<file path="config.mk">
export PLATFORM = sky130hd
export DESIGN_NAME = sector_dma_ctrl
export DESIGN_NICKNAME = d
export VERILOG_FILES = /design/src/rtl/sdma_pkg.sv /design/src/rtl/sdma_port_regs.sv /design/src/rtl/sdma_sequencer.sv /design/src/rtl/sdma_flags.sv /design/src/rtl/sector_dma_ctrl.sv
export SDC_FILE = /design/constraint.sdc
export NUM_CORES = 1
export LEC_CHECK = 0
export BUFFER_PORTS_ARGS = -buffer_cell sky130_fd_sc_hd__buf_2
export CORE_MARGIN = 8
export CORE_UTILIZATION = 50
export CTS_CLUSTER_DIAMETER = 40
export DETAILED_ROUTE_END_ITERATION = 7
export PLACE_DENSITY = 0.73
export SKIP_CTS_REPAIR_TIMING = 1
export SYNTH_ARGS = -nofsm -noshare
export SYNTH_HDL_FRONTEND = slang
export SYNTH_SLANG_ARGS = --single-unit
</file>
<file path="constraint.sdc">
create_clock -name clk -period 6.05 [get_ports clk]
set_input_delay 0.9075 -clock clk [delete_from_list [all_inputs] [get_ports clk]]
set_output_delay 0.9075 -clock clk [all_outputs]
set_load 0.03 [all_outputs]
</file>
<file path="src/rtl/sdma_pkg.sv">
package sdma_pkg;

    typedef enum logic [1:0] {
        ST_IDLE  = 2'd0,
        ST_FETCH = 2'd1,
        ST_STORE = 2'd2
    } sdma_state_e;

    typedef enum logic [1:0] {
        SEL_CMD = 2'd0,
        SEL_LBN = 2'd1,
        SEL_DST = 2'd2,
        SEL_ACK = 2'd3
    } sdma_sel_e;

    localparam int unsigned OP_READ = 1;

endpackage

</file>
<file path="src/rtl/sdma_port_regs.sv">
module sdma_port_regs
    import sdma_pkg::*;
#(
    parameter int unsigned DATA_W = 32,
    parameter int unsigned ADDR_W = 32
) (
    input  logic              clk,
    input  logic              rst_n,
    input  logic              reg_wr,
    input  logic [1:0]        reg_sel,
    input  logic [DATA_W-1:0] reg_wdata,
    input  logic              busy,
    output logic              start,
    output logic              cmd_rejected,
    output logic              ack,
    output logic [DATA_W-1:0] lbn_q,
    output logic [ADDR_W-1:0] dst_q
);

    logic cmd_wr;
    logic is_read_op;

    always_comb begin
        cmd_wr       = reg_wr && (reg_sel == SEL_CMD);
        is_read_op   = (reg_wdata == DATA_W'(OP_READ));
        start        = cmd_wr && is_read_op && !busy;
        cmd_rejected = cmd_wr && busy;
        ack          = reg_wr && (reg_sel == SEL_ACK);
    end

    always_ff @(posedge clk) begin
        if (!rst_n) begin
            lbn_q <= '0;
            dst_q <= '0;
        end else if (reg_wr) begin
            if (reg_sel == SEL_LBN) lbn_q <= reg_wdata;
            if (reg_sel == SEL_DST) dst_q <= reg_wdata[ADDR_W-1:0];
        end
    end

    assert_no_start_busy_R8: assert property (@(posedge clk) disable iff (!rst_n)
        (reg_wr && reg_sel == SEL_CMD && busy) |-> !start);

endmodule

</file>
<file path="src/rtl/sdma_sequencer.sv">
module sdma_sequencer
    import sdma_pkg::*;
#(
    parameter int unsigned DATA_W = 32,
    parameter int unsigned ADDR_W = 32,
    parameter int unsigned WORDS  = 8,
    localparam int unsigned IDX_W = $clog2(WORDS),
    localparam int unsigned STEP  = DATA_W / 8
) (
    input  logic              clk,
    input  logic              rst_n,
    input  logic              start,
    input  logic [DATA_W-1:0] lbn_in,
    input  logic [ADDR_W-1:0] dst_in,
    output logic              st_req,
    output logic [DATA_W-1:0] st_lbn,
    output logic [IDX_W-1:0]  st_word,
    input  logic              st_valid,
    input  logic [DATA_W-1:0] st_rdata,
    output logic              mem_req,
    output logic [ADDR_W-1:0] mem_addr,
    output logic [DATA_W-1:0] mem_wdata,
    input  logic              mem_gnt,
    output logic              busy,
    output logic              done
);

    sdma_state_e       state_q, state_d;
    logic [IDX_W-1:0]  idx_q;
    logic [ADDR_W-1:0] addr_q;
    logic [DATA_W-1:0] lbn_q;
    logic [DATA_W-1:0] data_q;
    logic              last_word;
    logic              accepted;

    assign last_word = (idx_q == IDX_W'(WORDS - 1));
    assign accepted  = (state_q == ST_STORE) && mem_gnt;

    // next-state logic
    always_comb begin
        state_d = state_q;
        unique case (state_q)
            ST_IDLE:  if (start)    state_d = ST_FETCH;
            ST_FETCH: if (st_valid) state_d = ST_STORE;
            ST_STORE: if (mem_gnt)  state_d = last_word ? ST_IDLE : ST_FETCH;
            default:                state_d = ST_IDLE;
        endcase
    end

    // state register
    always_ff @(posedge clk) begin
        if (!rst_n) state_q <= ST_IDLE;
        else        state_q <= state_d;
    end

    // datapath registers
    always_ff @(posedge clk) begin
        if (!rst_n) begin
            idx_q  <= '0;
            addr_q <= '0;
            lbn_q  <= '0;
            data_q <= '0;
        end else begin
            if (state_q == ST_IDLE && start) begin
                idx_q  <= '0;
                addr_q <= dst_in;
                lbn_q  <= lbn_in;
            end
            if (state_q == ST_FETCH && st_valid) data_q <= st_rdata;
            if (accepted) begin
                idx_q  <= idx_q + 1'b1;
                addr_q <= addr_q + ADDR_W'(STEP);
            end
        end
    end

    // outputs
    always_comb begin
        st_req    = 1'b0;
        mem_req   = 1'b0;
        busy      = 1'b1;
        unique case (state_q)
            ST_IDLE:  busy    = 1'b0;
            ST_FETCH: st_req  = 1'b1;
            ST_STORE: mem_req = 1'b1;
            default:  busy    = 1'b0;
        endcase
        st_lbn    = lbn_q;
        st_word   = idx_q;
        mem_addr  = addr_q;
        mem_wdata = data_q;
        done      = accepted && last_word;
    end

    assert_fetch_hold_R3: assert property (@(posedge clk) disable iff (!rst_n)
        (st_req && !st_valid) |=> (st_req && $stable(st_word) && $stable(st_lbn)));

    assert_store_hold_R4: assert property (@(posedge clk) disable iff (!rst_n)
        (mem_req && !mem_gnt) |=> (mem_req && $stable(mem_addr) && $stable(mem_wdata)));

    assert_advance_R5: assert property (@(posedge clk) disable iff (!rst_n)
        (mem_req && mem_gnt && !done) |=>
            (st_req && mem_addr == $past(mem_addr) + ADDR_W'(STEP)));

    assert_start_R2: assert property (@(posedge clk) disable iff (!rst_n)
        (start && !busy) |=> (st_req && st_word == '0));

    assert_done_idle_R6: assert property (@(posedge clk) disable iff (!rst_n)
        done |=> !busy);

endmodule

</file>
<file path="src/rtl/sdma_flags.sv">
module sdma_flags (
    input  logic clk,
    input  logic rst_n,
    input  logic done,
    input  logic ack,
    input  logic cmd_rejected,
    output logic irq,
    output logic err
);

    always_ff @(posedge clk) begin
        if (!rst_n) begin
            irq <= 1'b0;
            err <= 1'b0;
        end else begin
            if (done)     irq <= 1'b1;
            else if (ack) irq <= 1'b0;
            if (cmd_rejected) err <= 1'b1;
            else if (ack)     err <= 1'b0;
        end
    end

    assert_irq_set_R6: assert property (@(posedge clk) disable iff (!rst_n)
        done |=> irq);

    assert_irq_hold_R7: assert property (@(posedge clk) disable iff (!rst_n)
        (irq && !ack) |=> irq);

    assert_err_set_R8: assert property (@(posedge clk) disable iff (!rst_n)
        cmd_rejected |=> err);

    assert_err_hold_R8: assert property (@(posedge clk) disable iff (!rst_n)
        (err && !ack) |=> err);

endmodule

</file>
<file path="src/rtl/sector_dma_ctrl.sv">
module sector_dma_ctrl
    import sdma_pkg::*;
#(
    parameter int unsigned DATA_W = 32,
    parameter int unsigned ADDR_W = 32,
    parameter int unsigned WORDS  = 8,
    localparam int unsigned IDX_W = $clog2(WORDS)
) (
    input  logic              clk,
    input  logic              rst_n,
    input  logic              reg_wr,
    input  logic [1:0]        reg_sel,
    input  logic [DATA_W-1:0] reg_wdata,
    output logic              st_req,
    output logic [DATA_W-1:0] st_lbn,
    output logic [IDX_W-1:0]  st_word,
    input  logic              st_valid,
    input  logic [DATA_W-1:0] st_rdata,
    output logic              mem_req,
    output logic [ADDR_W-1:0] mem_addr,
    output logic [DATA_W-1:0] mem_wdata,
    input  logic              mem_gnt,
    output logic              busy,
    output logic              irq,
    output logic              err
);

    logic              start;
    logic              cmd_rejected;
    logic              ack;
    logic              done;
    logic [DATA_W-1:0] lbn_cfg;
    logic [ADDR_W-1:0] dst_cfg;

    sdma_port_regs #(.DATA_W(DATA_W), .ADDR_W(ADDR_W)) u_regs (
        .clk          (clk),
        .rst_n        (rst_n),
        .reg_wr       (reg_wr),
        .reg_sel      (reg_sel),
        .reg_wdata    (reg_wdata),
        .busy         (busy),
        .start        (start),
        .cmd_rejected (cmd_rejected),
        .ack          (ack),
        .lbn_q        (lbn_cfg),
        .dst_q        (dst_cfg)
    );

    sdma_sequencer #(.DATA_W(DATA_W), .ADDR_W(ADDR_W), .WORDS(WORDS)) u_seq (
        .clk       (clk),
        .rst_n     (rst_n),
        .start     (start),
        .lbn_in    (lbn_cfg),
        .dst_in    (dst_cfg),
        .st_req    (st_req),
        .st_lbn    (st_lbn),
        .st_word   (st_word),
        .st_valid  (st_valid),
        .st_rdata  (st_rdata),
        .mem_req   (mem_req),
        .mem_addr  (mem_addr),
        .mem_wdata (mem_wdata),
        .mem_gnt   (mem_gnt),
        .busy      (busy),
        .done      (done)
    );

    sdma_flags u_flags (
        .clk          (clk),
        .rst_n        (rst_n),
        .done         (done),
        .ack          (ack),
        .cmd_rejected (cmd_rejected),
        .irq          (irq),
        .err          (err)
    );

    assert_quiet_after_reset_R1: assert property (@(posedge clk)
        !$past(rst_n) |-> (!busy && !irq && !err && !st_req && !mem_req));

endmodule

</file>
# == After elaboration in Yosys (flattened, before gate mapping) ==
# Index checks and enable logic that the tools add are counted.
# word_totals
register_bits,167
output_inout_bits,104
elab_cells,55
in_bits,71
# classes
n_eq_ne,10
reduce_logical,19
muxes,15
addsub,2
# op_table
op,n
$mux 32,2
$add 32x3->32 const B,1
$eq 32x1->1 const B,1
$logic_and 1x1->1,9
$mux 1,7
$eq 2x2->1 const B,3
$mux 2,3
$mux 3,2
$pmux 2 s3,1
$reduce_bool 2->1,3
$eq 2x1->1 const B,2
$logic_not 2->1,2
$ne 2x2->1 const B,2
$reduce_and 2->1,2
$add 3x1->3 const B,1
$eq 3x3->1 const B,1
$reduce_and 3->1,1
$ne 2x1->1 const B,1
$reduce_or 2->1,1
$logic_not 1->1,1

# == Longest topological paths before layout ==
# depth
ltp_word,8
ltp_mapped,9
ltp_nobuf,7

# == By module ==
# A second synthesis with hierarchy kept.
# unflattened
cells_unflattened,856
area_unflattened_um2,6890.4
# modules_own_cells
mod,seq_area_each_um2,cells_per_inst,area_each_um2,instances
sdma_sequencer,2021.9,554,4314.1,1
sdma_port_regs,1281.2,296,2508.7,1
sdma_flags,40.0,6,67.6,1

# == Worst setup path after synthesis ==
# Ideal clock, no wire load.
# synth_timing
kind,input to register
startpoint,in reg_wdata[14]
endpoint,"reg u_seq.addr_q[26], in the netlist u_seq.mem_addr[26]"
required_time_ps,5976
path_buffers,1
cell_stages,6
t_arrival_ps,2255
path_slack_ps,3720
setup_time_ps,74
path_cell_list,nor4_2 -> nand4_2 -> nor4_4 -> buf_6 -> nand2_1 -> a31oi_1
# synth_via
elab_chain_cells,5
# synth_lines
item,line,source
from (decl),sector_dma_ctrl.sv:13,"input logic [DATA_W-1:0] reg_wdata,"
$eq 32x1->1,sdma_port_regs.sv:25,is_read_op = (reg_wdata == DATA_W'(OP_READ));
$logic_and 1x1->1 (2 in a row),sdma_port_regs.sv:26,start = cmd_wr && is_read_op && !busy;
$logic_and 1x1->1,sdma_sequencer.sv:64,if (state_q == ST_IDLE && start) begin
$reduce_bool 2->1 (no source line),-,
to (signal assigned),sdma_sequencer.sv:66,addr_q <= dst_in;
to (signal assigned),sdma_sequencer.sv:72,addr_q <= addr_q + ADDR_W'(STEP);
to (decl),sdma_sequencer.sv:30,logic [ADDR_W-1:0] addr_q;
# Every way passes these cells.
# A chain may end at the register's enable or synchronous reset.

# == Worst setup path in the final report ==
# layout_timing
startpoint,reg u_seq.state_q[0]
endpoint,"reg u_seq.addr_q[26], in the netlist u_seq.mem_addr[26]"
# layout_via
elab_chain_cells,7
elab_cells_between_ends,11
classes_between,2 x eq/ne; 2 x mux; 7 x reduce/logical
# layout_lines
item,line,source
from (decl),sdma_sequencer.sv:28,"sdma_state_e state_q, state_d;"
from (signal assigned),sdma_sequencer.sv:53,else state_q <= state_d;
$eq 2x1->1 or $eq 2x2->1 (tied branches),"sdma_sequencer.sv:82, sdma_sequencer.sv:37",
$reduce_or 2->1 (no source line),-,
$mux 1,sdma_sequencer.sv:82,unique case (state_q)
$logic_not 1->1,sdma_port_regs.sv:26,
$logic_and 1x1->1,sdma_port_regs.sv:26,
$logic_and 1x1->1,sdma_sequencer.sv:64,
$reduce_bool 2->1 (no source line),-,
# Parallel ways exist; a longest one is shown, timed or not.

==> flow_summary.json <==
{
  "die_height_um": 131.6,
  "yosysMostFrequentCell": "nand2_1",
  "finalCritPeriodShare": 0.4801,
  "drive_gt1_frac": 0.2294,
  "synth_common_cells": "288 x nand2_1, 167 x dfxtp_1, 159 x a21oi_1",
  "finalSetupViolations": 0,
  "area_growth_pct": 23.22,
  "min_delay_path_depth": 2,
  "core_um2": 13140,
  "synthCells": 849,
  "critPathTopFamily": "simple AND/OR/NAND/NOR gates",
  "slew_violations": 0,
  "instances_no_fill": 1184,
  "synthDistinctLibCells": 41,
  "syn_area_per_cell_um2": 7.870,
  "grt_usage": 0.2199,
  "synth_nets": 927,
  "critPathMaxFanout": 21,
  "final_nets": 1072,
  "io_pins": 175,
  "clockBufferDepth": 2,
  "crit_path_max_incr_delay_ns": 0.78,
  "fp.dieW_um": 131.6,
  "ys_seq_area_frac": 0.5004,
  "fin_setup_tns_ns": 0,
  "wl_per_cell_um": 16.37,
  "ys_warn_count": 0,
  "ys_top_cells_by_area": "dfxtp_1 50%, nand2_1 16%, a21oi_1 12%",
  "yosysTopAreaCellShare": 0.5004,
  "crit_required_ns": 6.30,
  "cp-start-kind": "register",
  "fp-row-count": 42,
  "globalplace.congestion": 0.8905,
  "drt_iter0_markers": 587,
  "synth_area_um2": 6681,
  "crit_path_cell_trace": "inv_1 -> ha_1 -> nor4_2 -> and4_1 -> nand4_1 -> o211ai_1 -> a31oi_1",
  "maxCapViolations": 0,
  "wl_um": 19380,
  "critPathArrivalTime_ns": 3.16,
  "irDropWorstVdd_mv": 0.1636,
  "dieArea_um2": 17320,
  "status": "completed",
  "synth_edf_count": 0,
  "remaining_drc_errors": 0,
  "grt_pass1_vias": 5866,
  "synthFlopType": "dfxtp_1",
  "grt_pass1_wl_um": 31320,
  "timing.slew.headroom": 0.2189,
  "cp-end-kind": "register",
  "h-tree-depth": 4,
  "clk_latency_ns": 0.43,
  "drtPass1Iterations": 5,
  "reg2regPathDepth": 7,
  "clkSinkCount": 167,
  "ant_nets": 0,
  "min_period_ns": 2.904,
  "skew_ns": 0.008265,
  "leakage_nw": 3.243,
  "power_density_nw_per_um2": 286.4,
  "clkSlewWorstSetupHoldPaths_ns": 0.06,
  "num_vias": 6374,
  "root_buffer": "clkbuf_16",
  "slowest_stage": "nand4_1",
  "vias_per_cell": 5.383,
  "antenna_found_initial": 1,
  "grt-ovfl-total": 0,
  "synth_largest_area_cell": "dfxtp_1",
  "startpoint": "u_seq.state_q[0]",
  "hpwl_um": 13490,
  "portBuffers": 174,
  "cts_buffers": 17,
  "hold_start": "u_seq.st_lbn[5]",
  "cts_tree": "yes",
  "hp-class": "register to register",
  "async_flop_share": 0,
  "synth-seq-cells": 167,
  "path_class": "register to register",
  "path_buf_inv": 1,
  "start_util": 0.5086,
  "tightest_slew_ns": 1.172,
  "fmax_mhz": 344.3,
  "rsz0062_at_grt": "false",
  "hold_viol": 0,
  "place_inst": 1151,
  "path_depth": 7,
  "crit-reg2reg-launch": "u_seq.state_q[0]",
  "grt_max_degree": 118
}
kinds of logic (layout without fill, tap and decap cells):
kind of cell,Yosys count,in the layout,share of synthesized area
xor+xnor,2,2,0.002622
buf+inv,61,219,0.03652
fa+ha+maj,7,7,0.01311
simple gates,401,401,0.2742
compound gates,211,211,0.1732
other cells,0,1,0
flops,167,167,0.5004
where the power goes:
part	switching [mW]	total, mW	internal (mW)	leakage, nW
Clock	0.456	1.15	0.692	0.295
Sequential	0.00816	1.12	1.11	1.35
Combinational	0.0581	0.0876	0.0295	1.60
Total	0.523	2.36	1.84	3.24
stage by stage:
stage          setup slack, ns  total power, mW  hold slack [ns]    util  area, um^2
2_1_floorplan            3.720            1.186           0.4332       -        6681
3_3_place_gp             2.868            1.231           0.4364  0.5786        7601
3_5_place_dp             2.847            1.232           0.4405  0.5786        7601
4_1_cts                  3.143            2.363           0.4490  0.6265        8230
5_1_grt                  2.941            2.429           0.4698  0.6267        8233
6_report                 3.146            2.358           0.4491  0.6267        8233
sequential cells by signal, summed over array words and instances (netlist names):
register	flops
u_flags.err	1
u_regs.dst_q	32
u_regs.lbn_q	32
u_seq.state_q	2
u_seq.mem_wdata	32
u_flags.irq	1
u_seq.st_lbn	32
u_seq.st_word	3
u_seq.mem_addr	32
tightest hold or removal path: cells and delay by family (launching register included):
| kind | cells | cell delay, ns |
|---|---|---|
| DFF | 1 | 0.31 |
| and+or+nand+nor | 1 | 0.05 |
| AOI/OAI and AO/OA | 1 | 0.05 |
layout by cell type (no fill, tap or decap), types with 4 or more instances in the layout:
cell type	n
o211ai_1	8
nand3_1	32
and2_1	4
or3_1	7
clkinv_4	4
clkinvlp_4	4
o21ai_0	9
dfxtp_1	167
a31oi_1	16
bufinv_16	4
nor2_1	19
a2bb2oi_1	7
nor4_4	4
and3_1	4
buf_4	5
nand2_1	288
buf_2	174
clkbuf_16	17
nor3_1	6
inv_1	7
nor4_2	7
a21oi_1	159
nand4_1	12
ha_1	7
worst paths after layout:
path | slack, ns | to
setup reg to reg | 3.15 | u_seq.mem_addr[26]
setup / recovery | 3.15 | u_seq.mem_addr[26]
hold / removal | 0.45 | u_seq.st_lbn[5]
hold reg to reg | 0.45 | u_seq.st_lbn[5]
metal layers:
metal / vias up / track usage / routed length [um]
met2: 209 / 0.3314 / 8797
met3: 21 / 0.05526 / 1237
met5: - / 0 / 0
met4: 0 / 0.06637 / 297
li1: 3193 / - / -
met1: 2951 / 0.3028 / 9049
final cells by class:
| type | instances | area, um^2 |
|---|---|---|
| Fill cell | 1235 | 4905 |
| Sequential cell | 167 | 3343 |
| Multi-Input combinational cell | 621 | 3097 |
| Timing Repair Buffer | 179 | 908.4 |
| Clock buffer | 17 | 425.4 |
| Tap cell | 176 | 220.2 |
| Clock inverter | 15 | 203.9 |
| Inverter | 8 | 32.53 |
| Antenna cell | 1 | 2.502 |
(Power assumes the default switching activity.)
